<file path="src/rtl/gec_pkg.sv">
package gec_pkg;
  typedef enum logic {
    EDGE_RISE = 1'b0,
    EDGE_FALL = 1'b1
  } edge_kind_e;

  localparam int SYNC_STAGES = 2;
endpackage

</file>
<file path="src/rtl/gec_sync.sv">
module gec_sync #(
  parameter int WIDTH  = 2,
  parameter int STAGES = 2
) (
  input  logic             clk,
  input  logic             rst_n,
  input  logic [WIDTH-1:0] d_i,
  output logic [WIDTH-1:0] q_o
);
  localparam int LAST = STAGES - 1;

  for (genvar b = 0; b < WIDTH; b++) begin : g_bit
    logic [STAGES-1:0] chain_q;
    always_ff @(posedge clk or negedge rst_n) begin
      if (!rst_n) chain_q <= '0;
      else        chain_q <= {chain_q[STAGES-2:0], d_i[b]};
    end
    assign q_o[b] = chain_q[LAST];
  end
endmodule

</file>
<file path="src/rtl/gec_edge.sv">
module gec_edge
  import gec_pkg::*;
(
  input  logic clk,
  input  logic rst_n,
  input  logic src_s_i,
  input  logic gate_s_i,
  input  logic edge_sel_i,
  input  logic pause_pol_i,
  output logic hit_o,
  output logic pause_o
);
  logic       src_prev_q;
  logic       rise, fall;
  edge_kind_e kind;

  always_ff @(posedge clk or negedge rst_n) begin
    if (!rst_n) src_prev_q <= 1'b0;
    else        src_prev_q <= src_s_i;
  end

  assign kind = edge_kind_e'(edge_sel_i);
  assign rise = src_s_i & ~src_prev_q;
  assign fall = ~src_s_i & src_prev_q;

  always_comb begin
    unique case (kind)
      EDGE_RISE: hit_o = rise;
      EDGE_FALL: hit_o = fall;
      default:   hit_o = 1'b0;
    endcase
  end

  assign pause_o = (gate_s_i == pause_pol_i);

  // a synchronized level makes a detected edge last one cycle only
  a_r2_single_pulse: assert property (@(posedge clk) disable iff (!rst_n)
    hit_o |=> !hit_o);
endmodule

</file>
<file path="src/rtl/gec_core.sv">
module gec_core #(
  parameter int CNT_W = 32
) (
  input  logic             clk,
  input  logic             rst_n,
  input  logic             clear_i,
  input  logic             start_i,
  input  logic             hit_i,
  input  logic             pause_i,
  output logic             bump_o,
  output logic [CNT_W-1:0] cnt_o,
  output logic [CNT_W-1:0] cnt_next_o
);
  localparam logic [CNT_W-1:0] CNT_MAX = '1;

  logic             armed_q;
  logic [CNT_W-1:0] cnt_q;

  assign bump_o     = armed_q & hit_i & ~pause_i & ~clear_i;
  assign cnt_next_o = cnt_q + 1'b1;
  assign cnt_o      = cnt_q;

  always_ff @(posedge clk or negedge rst_n) begin
    if (!rst_n) begin
      armed_q <= 1'b0;
      cnt_q   <= '0;
    end else if (clear_i) begin
      armed_q <= 1'b0;
      cnt_q   <= '0;
    end else begin
      if (start_i) armed_q <= 1'b1;
      if (bump_o)  cnt_q   <= cnt_next_o;
    end
  end

  // a pause freezes the count
  a_r5_pause_holds: assert property (@(posedge clk) disable iff (!rst_n)
    (pause_i && !clear_i) |=> cnt_q == $past(cnt_q));
  // nothing counts while disarmed
  a_r4_idle_unarmed: assert property (@(posedge clk) disable iff (!rst_n)
    (!armed_q && !clear_i) |=> cnt_q == $past(cnt_q));
  // clear zeroes and disarms
  a_r9_clear_zero: assert property (@(posedge clk) disable iff (!rst_n)
    clear_i |=> (cnt_q == '0) && !armed_q);
  // wrap from all ones to zero
  a_r8_wrap: assert property (@(posedge clk) disable iff (!rst_n)
    (hit_i && armed_q && !pause_i && !clear_i && cnt_q == CNT_MAX) |=> cnt_q == '0);
endmodule

</file>
<file path="src/rtl/gec_stream.sv">
module gec_stream #(
  parameter int CNT_W = 32
) (
  input  logic             clk,
  input  logic             rst_n,
  input  logic             clear_i,
  input  logic             bump_i,
  input  logic [CNT_W-1:0] cnt_i,
  input  logic [CNT_W-1:0] cnt_next_i,
  output logic [CNT_W-1:0] out_data_o,
  output logic             out_valid_o,
  input  logic             out_ready_i
);
  logic             valid_q, pend_q;
  logic [CNT_W-1:0] data_q;
  logic             slot_free;

  assign slot_free = ~valid_q | out_ready_i;

  always_ff @(posedge clk or negedge rst_n) begin
    if (!rst_n) begin
      valid_q <= 1'b0;
      pend_q  <= 1'b0;
      data_q  <= '0;
    end else if (clear_i) begin
      valid_q <= 1'b0;
      pend_q  <= 1'b0;
      data_q  <= '0;
    end else if (slot_free && bump_i) begin
      data_q  <= cnt_next_i;
      valid_q <= 1'b1;
      pend_q  <= 1'b0;
    end else if (slot_free && pend_q) begin
      data_q  <= cnt_i;
      valid_q <= 1'b1;
      pend_q  <= 1'b0;
    end else if (bump_i) begin
      pend_q  <= 1'b1;
    end else if (valid_q && out_ready_i) begin
      valid_q <= 1'b0;
    end
  end

  assign out_data_o  = data_q;
  assign out_valid_o = valid_q;

  // a stalled beat stays put
  a_r7_hold_stable: assert property (@(posedge clk) disable iff (!rst_n)
    (valid_q && !out_ready_i && !clear_i) |=> valid_q && (data_q == $past(data_q)));
  // a counted edge with a free slot becomes a beat
  a_r6_beat_on_edge: assert property (@(posedge clk) disable iff (!rst_n)
    (bump_i && slot_free && !clear_i) |=> valid_q && (data_q == $past(cnt_next_i)));
endmodule

</file>
<file path="src/rtl/gated_edge_counter.sv">
module gated_edge_counter
  import gec_pkg::*;
#(
  parameter int CNT_W = 32
) (
  input  logic             clk,
  input  logic             rst_n,
  input  logic             clear_i,
  input  logic             start_i,
  input  logic             edge_sel_i,
  input  logic             pause_pol_i,
  input  logic             src_i,
  input  logic             gate_i,
  output logic [CNT_W-1:0] count_o,
  output logic [CNT_W-1:0] out_data_o,
  output logic             out_valid_o,
  input  logic             out_ready_i
);
  localparam int SYNC_W = 2;

  logic [SYNC_W-1:0] async_in, sync_out;
  logic              hit, pause, bump;
  logic [CNT_W-1:0]  cnt, cnt_next;

  assign async_in = {gate_i, src_i};

  gec_sync #(.WIDTH(SYNC_W), .STAGES(SYNC_STAGES)) u_sync (
    .clk(clk), .rst_n(rst_n), .d_i(async_in), .q_o(sync_out)
  );

  gec_edge u_edge (
    .clk(clk), .rst_n(rst_n),
    .src_s_i(sync_out[0]), .gate_s_i(sync_out[1]),
    .edge_sel_i(edge_sel_i), .pause_pol_i(pause_pol_i),
    .hit_o(hit), .pause_o(pause)
  );

  gec_core #(.CNT_W(CNT_W)) u_core (
    .clk(clk), .rst_n(rst_n), .clear_i(clear_i), .start_i(start_i),
    .hit_i(hit), .pause_i(pause), .bump_o(bump),
    .cnt_o(cnt), .cnt_next_o(cnt_next)
  );

  gec_stream #(.CNT_W(CNT_W)) u_stream (
    .clk(clk), .rst_n(rst_n), .clear_i(clear_i), .bump_i(bump),
    .cnt_i(cnt), .cnt_next_i(cnt_next),
    .out_data_o(out_data_o), .out_valid_o(out_valid_o), .out_ready_i(out_ready_i)
  );

  assign count_o = cnt;
endmodule

</file>
<file path="config.mk">
export PLATFORM = sky130hd
export DESIGN_NAME = gated_edge_counter
export DESIGN_NICKNAME = d
export VERILOG_FILES = /design/src/rtl/gec_pkg.sv /design/src/rtl/gec_sync.sv /design/src/rtl/gec_edge.sv /design/src/rtl/gec_core.sv /design/src/rtl/gec_stream.sv /design/src/rtl/gated_edge_counter.sv
export SDC_FILE = /design/constraint.sdc
export NUM_CORES = 1
export LEC_CHECK = 0
export BUFFER_PORTS_ARGS = -buffer_cell sky130_fd_sc_hd__buf_2
export CAP_MARGIN = 10
export CORE_MARGIN = 3
export CORE_UTILIZATION = 41
export DETAILED_ROUTE_END_ITERATION = 8
export MAX_ROUTING_LAYER = met4
export PLACE_DENSITY_LB_ADDON = 0.15
export SETUP_SLACK_MARGIN = 0.02
export SYNTH_ARGS = -nofsm -noshare
export SYNTH_HDL_FRONTEND = slang
export SYNTH_SLANG_ARGS = --single-unit
export TNS_END_PERCENT = 10
</file>
<file path="constraint.sdc">
create_clock -name clk -period 1.99 [get_ports clk]
set_input_delay 0.199 -clock clk [delete_from_list [all_inputs] [get_ports clk]]
set_output_delay 0.199 -clock clk [all_outputs]
set_load 0.01 [all_outputs]
</file>
## Word level (Yosys, flattened, before mapping)

Index checks and enable logic that the tools add are counted.

| operators by class | value |
|---|---|
| reductions and logical operators | 9 |
| equal/unequal tests | 2 |
| bitwise operators | 12 |
| add/sub/neg operators | 1 |
| muxes and demuxes | 17 |

Operators with widths:

| kind | count |
|---|---|
| two-way mux 32 bit | 5 |
| adder 32 x 1 -> 32 bit (second input constant) | 1 |
| two-way mux 1 bit | 11 |
| nonzero test 4 bit | 2 |
| inverter 1 bit | 6 |
| bitwise AND 1 bit | 5 |
| inequality test 4 bit (second input constant) | 1 |
| nonzero test 2 bit | 2 |
| logical AND 1 bit | 3 |
| nonzero test 3 bit | 1 |
| case mux 1 bit (2 select lines) | 1 |
| AND reduction 2 bit | 1 |
| equality test 1 bit | 1 |
| bitwise OR 1 bit | 1 |

| word-level totals | value |
|---|---|
| flip-flop bits (word level) | 72 |
| output and inout bits | 65 |

## Depth between registers and ports, before layout

Gate-level depths: netlist (run 1).

| depth | value |
|---|---|
| depth in word-level cells | 10 |
| depth in mapped cells | 7 |
| mapped depth without buffers | 6 |

## Cells and area by module

Synthesis (run 1) repeated with hierarchy kept, for this count alone.

| unflattened totals | value |
|---|---|
| cells, all modules | 470 |
| area, all modules | 4229.1 um^2 |

By module, submodules not included:

| module | sequential area each (um^2) | instances | area each (um^2) | cells each |
|---|---|---|---|---|
| gec_core | 825.8 | 1 | 2391.0 | 277 |
| gec_stream | 850.8 | 1 | 1666.6 | 182 |
| gec_sync | 100.1 | 1 | 115.1 | 6 |
| gec_edge | 25.0 | 1 | 56.3 | 5 |

## Worst setup path after synthesis (run 1)

OpenSTA, ideal clock, no wires.

| timing path | value |
|---|---|
| path type | register to register |
| from | reg u_core.cnt_q[0], in the netlist u_core.cnt_o[0] |
| to | reg u_stream.data_q[28], in the netlist u_stream.out_data_o[28] |
| setup slack | 0.028 ns |
| arrival | 1.838 ns |
| buffers on the path | 0 |
| stages on the path, launching flop included | 7 |
| period minus slack after synthesis | 1.962 ns |
| setup time | 0.124 ns |
| cell sequence | dfrtp_1 ha_1 nand3_4 nor4_4 nand4_1 o211a_1 a211o_1 |

| on the way | value |
|---|---|
| cells in the longest elaborated chain, start to end | 3 |

Ends and longest elaborated chain:

| item | line | text |
|---|---|---|
| start: declaration | gec_core.sv:17 | `logic [CNT_W-1:0] cnt_q;` |
| start signal: assignment | gec_core.sv:32 | `if (bump_o) cnt_q <= cnt_next_o;` |
| adder 32 x 1 -> 32 bit | gec_core.sv:20 | `assign cnt_next_o = cnt_q + 1'b1;` |
| two-way mux 32 bit | gec_stream.sv:29 | `end else if (slot_free && bump_i) begin` |
| two-way mux 32 bit | gec_stream.sv:25 | `end else if (clear_i) begin` |
| end signal: assignment | gec_stream.sv:30 | `data_q <= cnt_next_i;` |
| end signal: assignment | gec_stream.sv:34 | `data_q <= cnt_i;` |
| end: declaration | gec_stream.sv:15 | `logic [CNT_W-1:0] data_q;` |

Every way passes these cells.
A chain may end at the register's enable or synchronous reset.

## Worst setup path in the final report (run 1)

| timing path | value |
|---|---|
| from | reg u_core.cnt_q[6], in the netlist u_core.cnt_o[6] |
| to | reg u_core.cnt_q[30], in the netlist u_core.cnt_o[30] |

| on the way | value |
|---|---|
| cells in the longest elaborated chain, start to end | 3 |

Ends and longest elaborated chain:

| item | line | text |
|---|---|---|
| adder 32 x 1 -> 32 bit | gec_core.sv:20 |  |
| two-way mux 32 bit | gec_core.sv:32 |  |
| two-way mux 32 bit | gec_core.sv:27 | `end else if (clear_i) begin` |

Every way passes these cells. The select of a mux whose other input is x is not followed.

==> results of run 1 <==
flip-flops by register name (all words and copies together), names as in the netlist:
name                  cells
u_core.armed_q            1
u_core.cnt_o             32
u_edge.src_prev_q         1
u_stream.out_data_o      32
u_stream.out_valid_o      1
u_stream.pend_q           1
u_sync.g_bit.chain_q      4
report_power, final:
part / total, µW / switching (µW) / internal [µW] / leakage, µW
logic: 136 / 91.5 / 44.5 / 0.00114
clock network: 1120 / 548 / 576 / 0.0000941
registers: 1470 / 4.52 / 1470 / 0.000991
total: 2730 / 644 / 2090 / 0.00223
worst register-to-register path, delay by kind of cell (launching register included):
kind / cells / cell delay, ps
DFF: 1 / 460
and+or+nand+nor: 4 / 1200
AOI/OAI and AO/OA: 1 / 140
final timing paths:
kind	start	endpoint	slack [ps]	depth (start not counted)
max in group asynchronous	rst_n	u_core.cnt_o[18]	1130	3
worst max register to register	u_core.cnt_o[6]	u_core.cnt_o[30]	100	5
worst min-delay path	start_i	u_core.armed_q	80	3
worst max-delay path	u_core.cnt_o[6]	u_core.cnt_o[30]	100	5
min in group asynchronous	rst_n	u_stream.out_data_o[14]	430	3
worst min register to register	u_sync.g_bit[0].chain_q[0]	u_sync.g_bit[0].chain_q[1]	360	0
routing by layer:
metal / track usage (%) / vias to the layer above
met5: - / -
met4: 5.88 / 0
met3: 3.64 / 8
met2: 31.8 / 79
met1: 27.7 / 1474
li1: - / 1466
cells in the mapped netlist (2+ instances only):
cell type / instances
a211o_1: 2
a21oi_1: 5
and2_1: 2
buf_1: 2
buf_2: 8
buf_4: 2
clkbuf_1: 7
dfrtp_1: 72
inv_1: 3
mux2i_1: 2
nand2_1: 43
nand2b_1: 2
nand3_1: 19
nand3_2: 3
nand3_4: 2
nand4_1: 21
nor2_1: 43
nor3_1: 6
nor4_1: 2
nor4_4: 3
o211a_1: 3
o211ai_1: 10
o21ai_0: 25
o311ai_1: 4
or2_2: 2
or3_1: 4
xnor2_1: 7
xor2_1: 26
layout by cell type (no fill, tap or decap), drive strengths merged, types with 2 or more instances in the layout:
cell	netlist	final
a211o	2	2
a21oi	5	5
and2	2	2
buf	12	119
clkbuf	7	12
clkinv	0	3
dfrtp	72	72
dlygate4sd3	0	3
inv	3	3
mux2i	2	2
nand2	43	43
nand2b	2	2
nand3	24	24
nand4	23	23
nor2	43	43
nor3	7	7
nor3b	2	2
nor4	6	6
nor4b	2	2
o211a	3	3
o211ai	10	10
o21ai	26	26
o311ai	5	5
or2	2	2
or3	4	4
xnor2	7	7
xor2	26	26
layout make-up:
type,count,area share (%)
sequential,72,39.8
tap,105,2.90
multi-input combinational,255,36.4
clock buffer,12,2.98
inverter,3,0.249
clock inverter,4,0.994
timing repair buffer,122,16.7
cells by family (layout without fill, tap and decap cells):
family,after synthesis,count (layout),synth area share [%]
AND/OR/NAND/NOR,164,164,26.3
flip-flops,72,72,51.5
AO/OA/AOI/OAI,55,55,10.1
XOR/XNOR,33,33,8.26
buffers and inverters,22,141,2.86
multiplexers,2,2,0.572
adder cells (fa/ha/maj),1,1,0.358
what timing repair did:
item,in CTS,in global routing
setup endpoints to repair,6,36
pin swaps,0,2
setup buffers,0,5
resized for setup,2,8
hold buffers,3,0
endpoints found under the hold margin,74,0
per-stage QoR:
stage / utilization, % / cells
2_1_floorplan: - / 349
3_3_place_gp: 51.3 / 549
3_5_place_dp: 51.3 / 549
4_1_cts: 54.0 / 568
5_1_grt: 54.9 / 573
6_report: 54.9 / 573
==> run_results.csv, run 1 <==
group,metric,value,unit
drt,antenna_left,0,
clock_network,clkSinkCount,72,
finish,seq_area,1800,µm²
timing,slew_viol_final,0,
worst_hold_path,min_path_type,"in2reg",
clock_network,root_buffer,"clkbuf_8",
floorplan,io_pins,74,
clock_network,clkTransAtPathRegs,80,ps
finish,nNetsFinal,473,
synthesis,synth_edf_count,0,
floorplan,die_area,9680,µm²
finish,drive_above_1_share,33.1,%
critical_path,cp.arrival,2150,ps
global_route,grt_usage,20.5,%
timing,fin_crit,1890,ps
place,globalplace.congestion,0.871,
clock_network,numCtsBuffers,9,
floorplan,rows,33,
synthesis,yosys_warnings,0,
synthesis,synth_cell_types,47,
drt,wl_per_cell,16.3,µm
critical_path,path_delay_family,"simple AND/OR/NAND/NOR gates",
drt,wl_met2,4.50,mm
floorplan,core,8260,µm²
timing,whs,80.2,ps
critical_path,critPathKind,"reg2reg",
global_route,grt_pass1_vias,3050,
synthesis,yosysTopAreaCell,"dfrtp_1",
drt,route.detailed.drc,0,
global_route,grt_max_degree,42,
critical_path,path_buf_inv,0,
critical_path,cpPeakStageDelay,460,ps
finish,design_area,4530,µm²
drt,maxUsedRoutingLayer,"met4",
clock_network,cts_tree,"yes",
timing,slew_headroom,64.0,%
synthesis,synthTopCellsByArea,"dfrtp_1 52%, xor2_1 6.5%, nand2_1 4.6%",
pwr,leakage,0.00223,µW
critical_path,critical_path_required,2250,ps
synthesis,synthesis.area,3500,µm²
synthesis,syn_inst,349,
timing,hold_viol,0,
synthesis,ys_seq_elements,72,
drt,first_pass_iters,4,
timing,finClkSkew,12.1,ps
place,dp_hpwl,6.60,mm
timing,setup_slack,102,ps
critical_path,crit_chain,"nand4_4 -> nor4_4 -> nand3_2 -> or3_1 -> a21oi_1",
critical_path,cp-end-kind,"flip-flop",
drt,wl_met1,4.33,mm
drt,drt_iter0_drc,180,
drt,vias,3027,
global_route,antenna_found_initial,0,
drt,routed_via_density,5.28,
finish,area_delta_synth_final,29.5,%
finish,fillers,791,
clock_network,htreeDepth,3,
floorplan,initial_core_util,42.4,%
timing,fmax,0.530,GHz
status,outcome,"completed",
pwr,finalPower,2730,µW
finish,num_antenna_cells,0,
global_route,grt_pass1_wl,15.5,mm
clock_network,cts_buffer_depth,2,
clock_network,clock_latency,340,ps
drt,dr_wl_met3,400,µm
run,max_cap_viol_count,0,
timing,setup_viol,0,
place,placed_area,4230,µm²
synthesis,syn_avg_cell_area,10.0,µm²
place,post-place-ws,-3.53,ps
synthesis,synth_seq_area_share,51.5,%
timing,setup-tns-final,0,ps
timing,rsz0062_at_grt,"true",
synthesis,synthFlopType,"dfrtp_1",
global_route,grt-ovfl-total,0,
floorplan,dieWidth,98.4,µm
critical_path,slowest_stage,"dfrtp_1",
critical_path,path_max_fanout,6,
floorplan,die_h,98.4,µm
pwr,power_density,603,nW/µm²
timing,fin_crit_sh,94.9,%
synthesis,async_reset_ff_share,100,%
critical_path,start_kind,"flip-flop",
drt,wl,9.33,mm
finish,multiInputGateArea,1650,µm²
timing,worst_pin_slew,540,ps
synthesis,syn-num-nets,359,
synthesis,synth_top_area_share,51.5,%
pwr,ir_drop,0.000419,V
place,io_buffers,73,
Power figures use the tool's default switching activity.
==> run 2, diff against run 1 <==
--- a/config.mk
+++ b/config.mk
@@ -5,10 +5,11 @@
 export SDC_FILE = /design/constraint.sdc
 export NUM_CORES = 1
 export LEC_CHECK = 0
+export ABC_CLOCK_PERIOD_IN_PS = 1990
 export BUFFER_PORTS_ARGS = -buffer_cell sky130_fd_sc_hd__buf_2
 export CAP_MARGIN = 10
 export CORE_MARGIN = 3
-export CORE_UTILIZATION = 41
+export CORE_UTILIZATION = 35
 export DETAILED_ROUTE_END_ITERATION = 8
 export MAX_ROUTING_LAYER = met4
 export PLACE_DENSITY_LB_ADDON = 0.15
==> run_results.csv, run 2 (synthesized netlist as in run 1, its figures left out) <==
group,metric,value,unit
status,outcome,"completed",
timing,finClkSkew,9.66,ps
place,io_buffers,73,
timing,setup_viol,0,
timing,whs,67.8,ps
critical_path,r2r_cells,8,
timing,hold_viol,0,
critical_path,cp.arrival,2110,ps
global_route,grt_max_degree,39,
critical_path,crit_chain,"and3b_1 -> o211ai_1 -> buf_4 -> buf_4 -> buf_4 -> nor3_1 -> xnor2_1 -> o21ai_0",
finish,area_delta_synth_final,30.6,%
pwr,power_density,575,nW/µm²
clock_network,htreeDepth,3,
pwr,leakage,0.00224,µW
place,dp_hpwl,6.92,mm
finish,final_cell_mix,"72 x buf_2, 70 x dfrtp_1, 44 x buf_4",
clock_network,clkSinkCount,72,
critical_path,path_max_fanout,3,
clock_network,cts_tree,"yes",
pwr,ir_drop,0.000288,V
critical_path,cp-end-kind,"flip-flop",
finish,drive_above_1_share,33.5,%
global_route,grt-ovfl-total,0,
timing,slew_headroom,67.0,%
timing,fmax,0.530,GHz
critical_path,worst_path_most_repeated_cell,"buf_4",
critical_path,slowest_stage,"dfrtp_1",
floorplan,die_h,106,µm
finish,nNetsFinal,473,
clock_network,clock_latency,350,ps
drt,drt_iter0_drc,141,
drt,antenna_left,0,
place,globalplace.congestion,0.859,
critical_path,startpoint,"u_sync.g_bit[0].chain_q[1]",
drt,wl,9.41,mm
global_route,grt_pass1_wl,16.0,mm
critical_path,cpPeakStageDelay,390,ps
clock_network,numCtsBuffers,9,
critical_path,critPathKind,"reg2reg",
timing,slew_viol_final,0,
floorplan,rows,35,
timing,setup-tns-final,0,ps
run,max_cap_viol_count,0,
floorplan,core,9460,µm²
clock_network,clkTransAtPathRegs,70,ps
critical_path,critical_path_required,2220,ps
place,post-place-ws,24.8,ps
critical_path,start_kind,"flip-flop",
global_route,grt_pass1_vias,3060,
floorplan,die_area,11200,µm²
timing,fin_crit,1890,ps
floorplan,initial_core_util,37.0,%
critical_path,r2r-start,"u_sync.g_bit[0].chain_q[1]",
global_route,antenna_found_initial,0,
floorplan,io_pins,74,
critical_path,rrSetupSlack,100,ps
finish,num_antenna_cells,0,
drt,routed_via_density,5.03,
timing,worst_pin_slew,494,ps
drt,vias,3000,
clock_network,cts_buffer_depth,2,
finish,fillers,929,
worst_hold_path,min_path_type,"in2reg",
drt,wl_per_cell,15.8,µm
clock_network,root_buffer,"clkbuf_8",
timing,fin_crit_sh,94.8,%
critical_path,crit_path_end,"u_stream.out_data_o[3]",
timing,setup_slack,104,ps
finish,layout_commonest_cell,"buf_2",
drt,first_pass_iters,4,
global_route,grt_usage,18.4,%
timing,rsz0062_at_grt,"true",
critical_path,rr_endpoint,"u_stream.out_data_o[3]",
drt,route.detailed.drc,0,
floorplan,dieWidth,106,µm
==> run 2: cell count changes in the layout (fill, tap and decap cells not counted), sizes merged <==
cell / delta
bufinv: -1
clkinv: +1
==> run 2: per-layer routing <==
metal,global-route usage (%),wire [µm]
met3,3.52,473
met5,-,0
met4,6.01,76
met1,25.4,4470
met2,27.6,4390
==> run 2: layout make-up <==
| type | count | area, µm² | area share (%) |
|---|---|---|---|
| sequential | 72 | 1800 | 39.5 |
| multi-input combinational | 255 | 1650 | 36.2 |
| timing repair buffer | 122 | 772 | 16.9 |
| tap | 129 | 161 | 3.53 |
| clock buffer | 12 | 145 | 3.18 |
| clock inverter | 4 | 20.0 | 0.438 |
| inverter | 3 | 11.3 | 0.247 |
==> run 2: repair_timing <==
| item | CTS | global route |
|---|---|---|
| endpoints found under the hold margin | 39 | 0 |
| setup buffers | 2 | 1 |
| endpoints found under the setup margin | 3 | 26 |
| gates resized for setup | 1 | 11 |
| pin swaps | 1 | 3 |
| hold buffers | 3 | 0 |
==> run 2: metrics by stage <==
step	instance area (µm²)	total power (µW)	utilization [%]	std cells
floorplan	3500	1550	-	349
global placement	4290	1630	45.4	575
detailed placement	4290	1630	45.4	575
CTS	4500	2660	47.6	596
global route	4570	2750	48.3	597
finish	4570	2630	48.3	597
==> run 2: worst max-delay path: cells and delay by family (launching register included) <==
| family | cells | cell delay, ps |
|---|---|---|
| simple gates | 2 | 500 |
| buf+inv | 3 | 450 |
| flops | 1 | 390 |
| compound gates | 2 | 260 |
| xor+xnor | 1 | 170 |
==> run 2: power breakdown <==
part	switching [µW]	total [µW]	internal [µW]
Combinational	91.1	136	45.2
Sequential	4.58	1470	1470
Clock	535	1010	479
Total	631	2630	1990
==> run 2: worst min path at each step <==
| stage | start | to | slack, ps | cells after the start |
|---|---|---|---|---|
| 2_1_floorplan | rst_n | u_core.armed_q | -100 | 0 |
| 3_3_place_gp | rst_n | u_stream.out_data_o[11] | 200 | 1 |
| 3_5_place_dp | rst_n | u_stream.out_data_o[11] | 210 | 1 |
| 4_1_cts | start_i | u_core.armed_q | 50 | 3 |
| 5_1_grt | start_i | u_core.armed_q | 60 | 3 |
| 6_report | start_i | u_core.armed_q | 70 | 3 |
==> run 3, diff against run 2 <==
--- a/config.mk
+++ b/config.mk
@@ -11,7 +11,6 @@
 export CORE_MARGIN = 3
 export CORE_UTILIZATION = 35
 export DETAILED_ROUTE_END_ITERATION = 8
-export MAX_ROUTING_LAYER = met4
 export PLACE_DENSITY_LB_ADDON = 0.15
 export SETUP_SLACK_MARGIN = 0.02
 export SYNTH_ARGS = -nofsm -noshare
==> run_results.csv, run 3 (synthesized netlist as in run 1, its figures left out) <==
group,metric,value,unit
critical_path,rrSetupSlack,100,ps
drt,wl_per_cell,15.8,µm
critical_path,cp.arrival,2110,ps
timing,setup_slack,101,ps
place,post-place-ws,24.8,ps
finish,drive_above_1_share,33.5,%
critical_path,cpPeakStageDelay,390,ps
finish,final_cell_mix,"72 x buf_2, 70 x dfrtp_1, 44 x buf_4",
drt,routed_via_density,5.04,
global_route,grt-ovfl-total,0,
clock_network,cts_buffer_depth,2,
critical_path,critPathKind,"reg2reg",
drt,drt_iter0_drc,150,
timing,rsz0062_at_grt,"true",
drt,antenna_left,0,
global_route,grt_pass1_vias,3058,
critical_path,start_kind,"flip-flop",
floorplan,core,9460,µm²
floorplan,io_pins,74,
critical_path,slowest_stage,"dfrtp_1",
finish,seq_area,1800,µm²
timing,fmax,0.530,GHz
finish,multiInputGateArea,1650,µm²
critical_path,path_buf_inv,3,
worst_hold_path,min_path_type,"in2reg",
drt,wl,9.44,mm
global_route,grt_max_degree,39,
clock_network,numCtsBuffers,9,
timing,setup_viol,0,
clock_network,cts_tree,"yes",
timing,worst_pin_slew,491,ps
global_route,grt_usage,17.9,%
finish,num_antenna_cells,0,
pwr,leakage,0.00224,µW
critical_path,crit_chain,"and3b_1 -> o211ai_1 -> buf_4 -> buf_4 -> buf_4 -> nor3_1 -> xnor2_1 -> o21ai_0",
clock_network,clkTransAtPathRegs,70,ps
timing,hold_viol,0,
clock_network,clock_latency,350,ps
finish,fin_util,48.3,%
critical_path,path_delay_family,"simple AND/OR/NAND/NOR gates",
floorplan,dieWidth,106,µm
critical_path,critical_path_required,2210,ps
finish,area_delta_synth_final,30.6,%
status,outcome,"completed",
floorplan,die_area,11200,µm²
floorplan,die_h,106,µm
finish,nNetsFinal,473,
global_route,grt_pass1_wl,16.0,mm
timing,setup-tns-final,0,ps
place,globalplace.congestion,0.846,
clock_network,htreeDepth,3,
pwr,ir_drop,0.000288,V
pwr,power_density,575,nW/µm²
place,io_buffers,73,
drt,first_pass_iters,4,
timing,slew_headroom,67.3,%
clock_network,clkSinkCount,72,
floorplan,rows,35,
critical_path,cp-end-kind,"flip-flop",
timing,slew_viol_final,0,
finish,fillers,929,
clock_network,root_buffer,"clkbuf_8",
drt,route.detailed.drc,0,
run,max_cap_viol_count,0,
global_route,antenna_found_initial,0,
critical_path,worst_path_most_repeated_cell,"buf_4",
timing,finClkSkew,9.84,ps
floorplan,initial_core_util,37.0,%
drt,vias,3010,
timing,fin_crit_sh,94.9,%
critical_path,path_max_fanout,3,
finish,layout_commonest_cell,"buf_2",
place,dp_hpwl,6.92,mm
timing,fin_crit,1890,ps
[run 3: area by class of cell]
class	count	share of cell area, %
well taps	129	3.53
flip-flops and latches	72	39.5
clock inverters	4	0.438
multi-input cells	255	36.2
inverters	3	0.247
clock buffers	12	3.18
repair buffers	122	16.9
[run 3: worst min-delay path, stage by stage]
cell,delay (ps)
buf_2,80
nor2_1,30
nor2_1,70
[run 3: worst paths after layout]
kind,start,to,cells after the start
worst max-delay path,u_sync.g_bit[0].chain_q[1],u_stream.out_data_o[3],8
max in group asynchronous,rst_n,u_core.cnt_o[29],3
worst min-delay path,start_i,u_core.armed_q,3
worst min register to register,u_sync.g_bit[1].chain_q[0],u_sync.g_bit[1].chain_q[1],0
min in group asynchronous,rst_n,u_stream.out_data_o[11],2
worst max register to register,u_sync.g_bit[0].chain_q[1],u_stream.out_data_o[3],8
[run 3: metal layers]
metal	GRT usage (%)	up-vias	wire [µm]
met5	0	-	0
met4	6.01	0	81
met3	3.76	8	404
met2	27.6	69	4370
met1	25.2	1474	4580
li1	-	1459	-
[run 3: through the flow]
step / hold slack, ps / power (µW) / instances / instance area (µm²)
floorplan: -96.6 / 1550 / 349 / 3500
global placement: 204 / 1630 / 575 / 4290
detailed placement: 206 / 1630 / 575 / 4290
CTS: 53.9 / 2660 / 596 / 4500
global route: 58.9 / 2740 / 597 / 4570
finish: 68.4 / 2630 / 597 / 4570
[run 3: repair_timing]
item | 4_1_cts | 5_1_grt
hold endpoints to repair | 39 | 0
setup endpoints to repair | 3 | 27
gates resized for setup | 1 | 11
hold buffers | 3 | 0
setup buffers | 2 | 1
pin swaps | 1 | 3
[run 3: power breakdown]
group          internal (µW)  total (µW)  switching (µW)
Sequential              1470        1470            4.58
Clock                    479        1020             536
Combinational           45.2         136            91.0
Total                   1990        2630             632
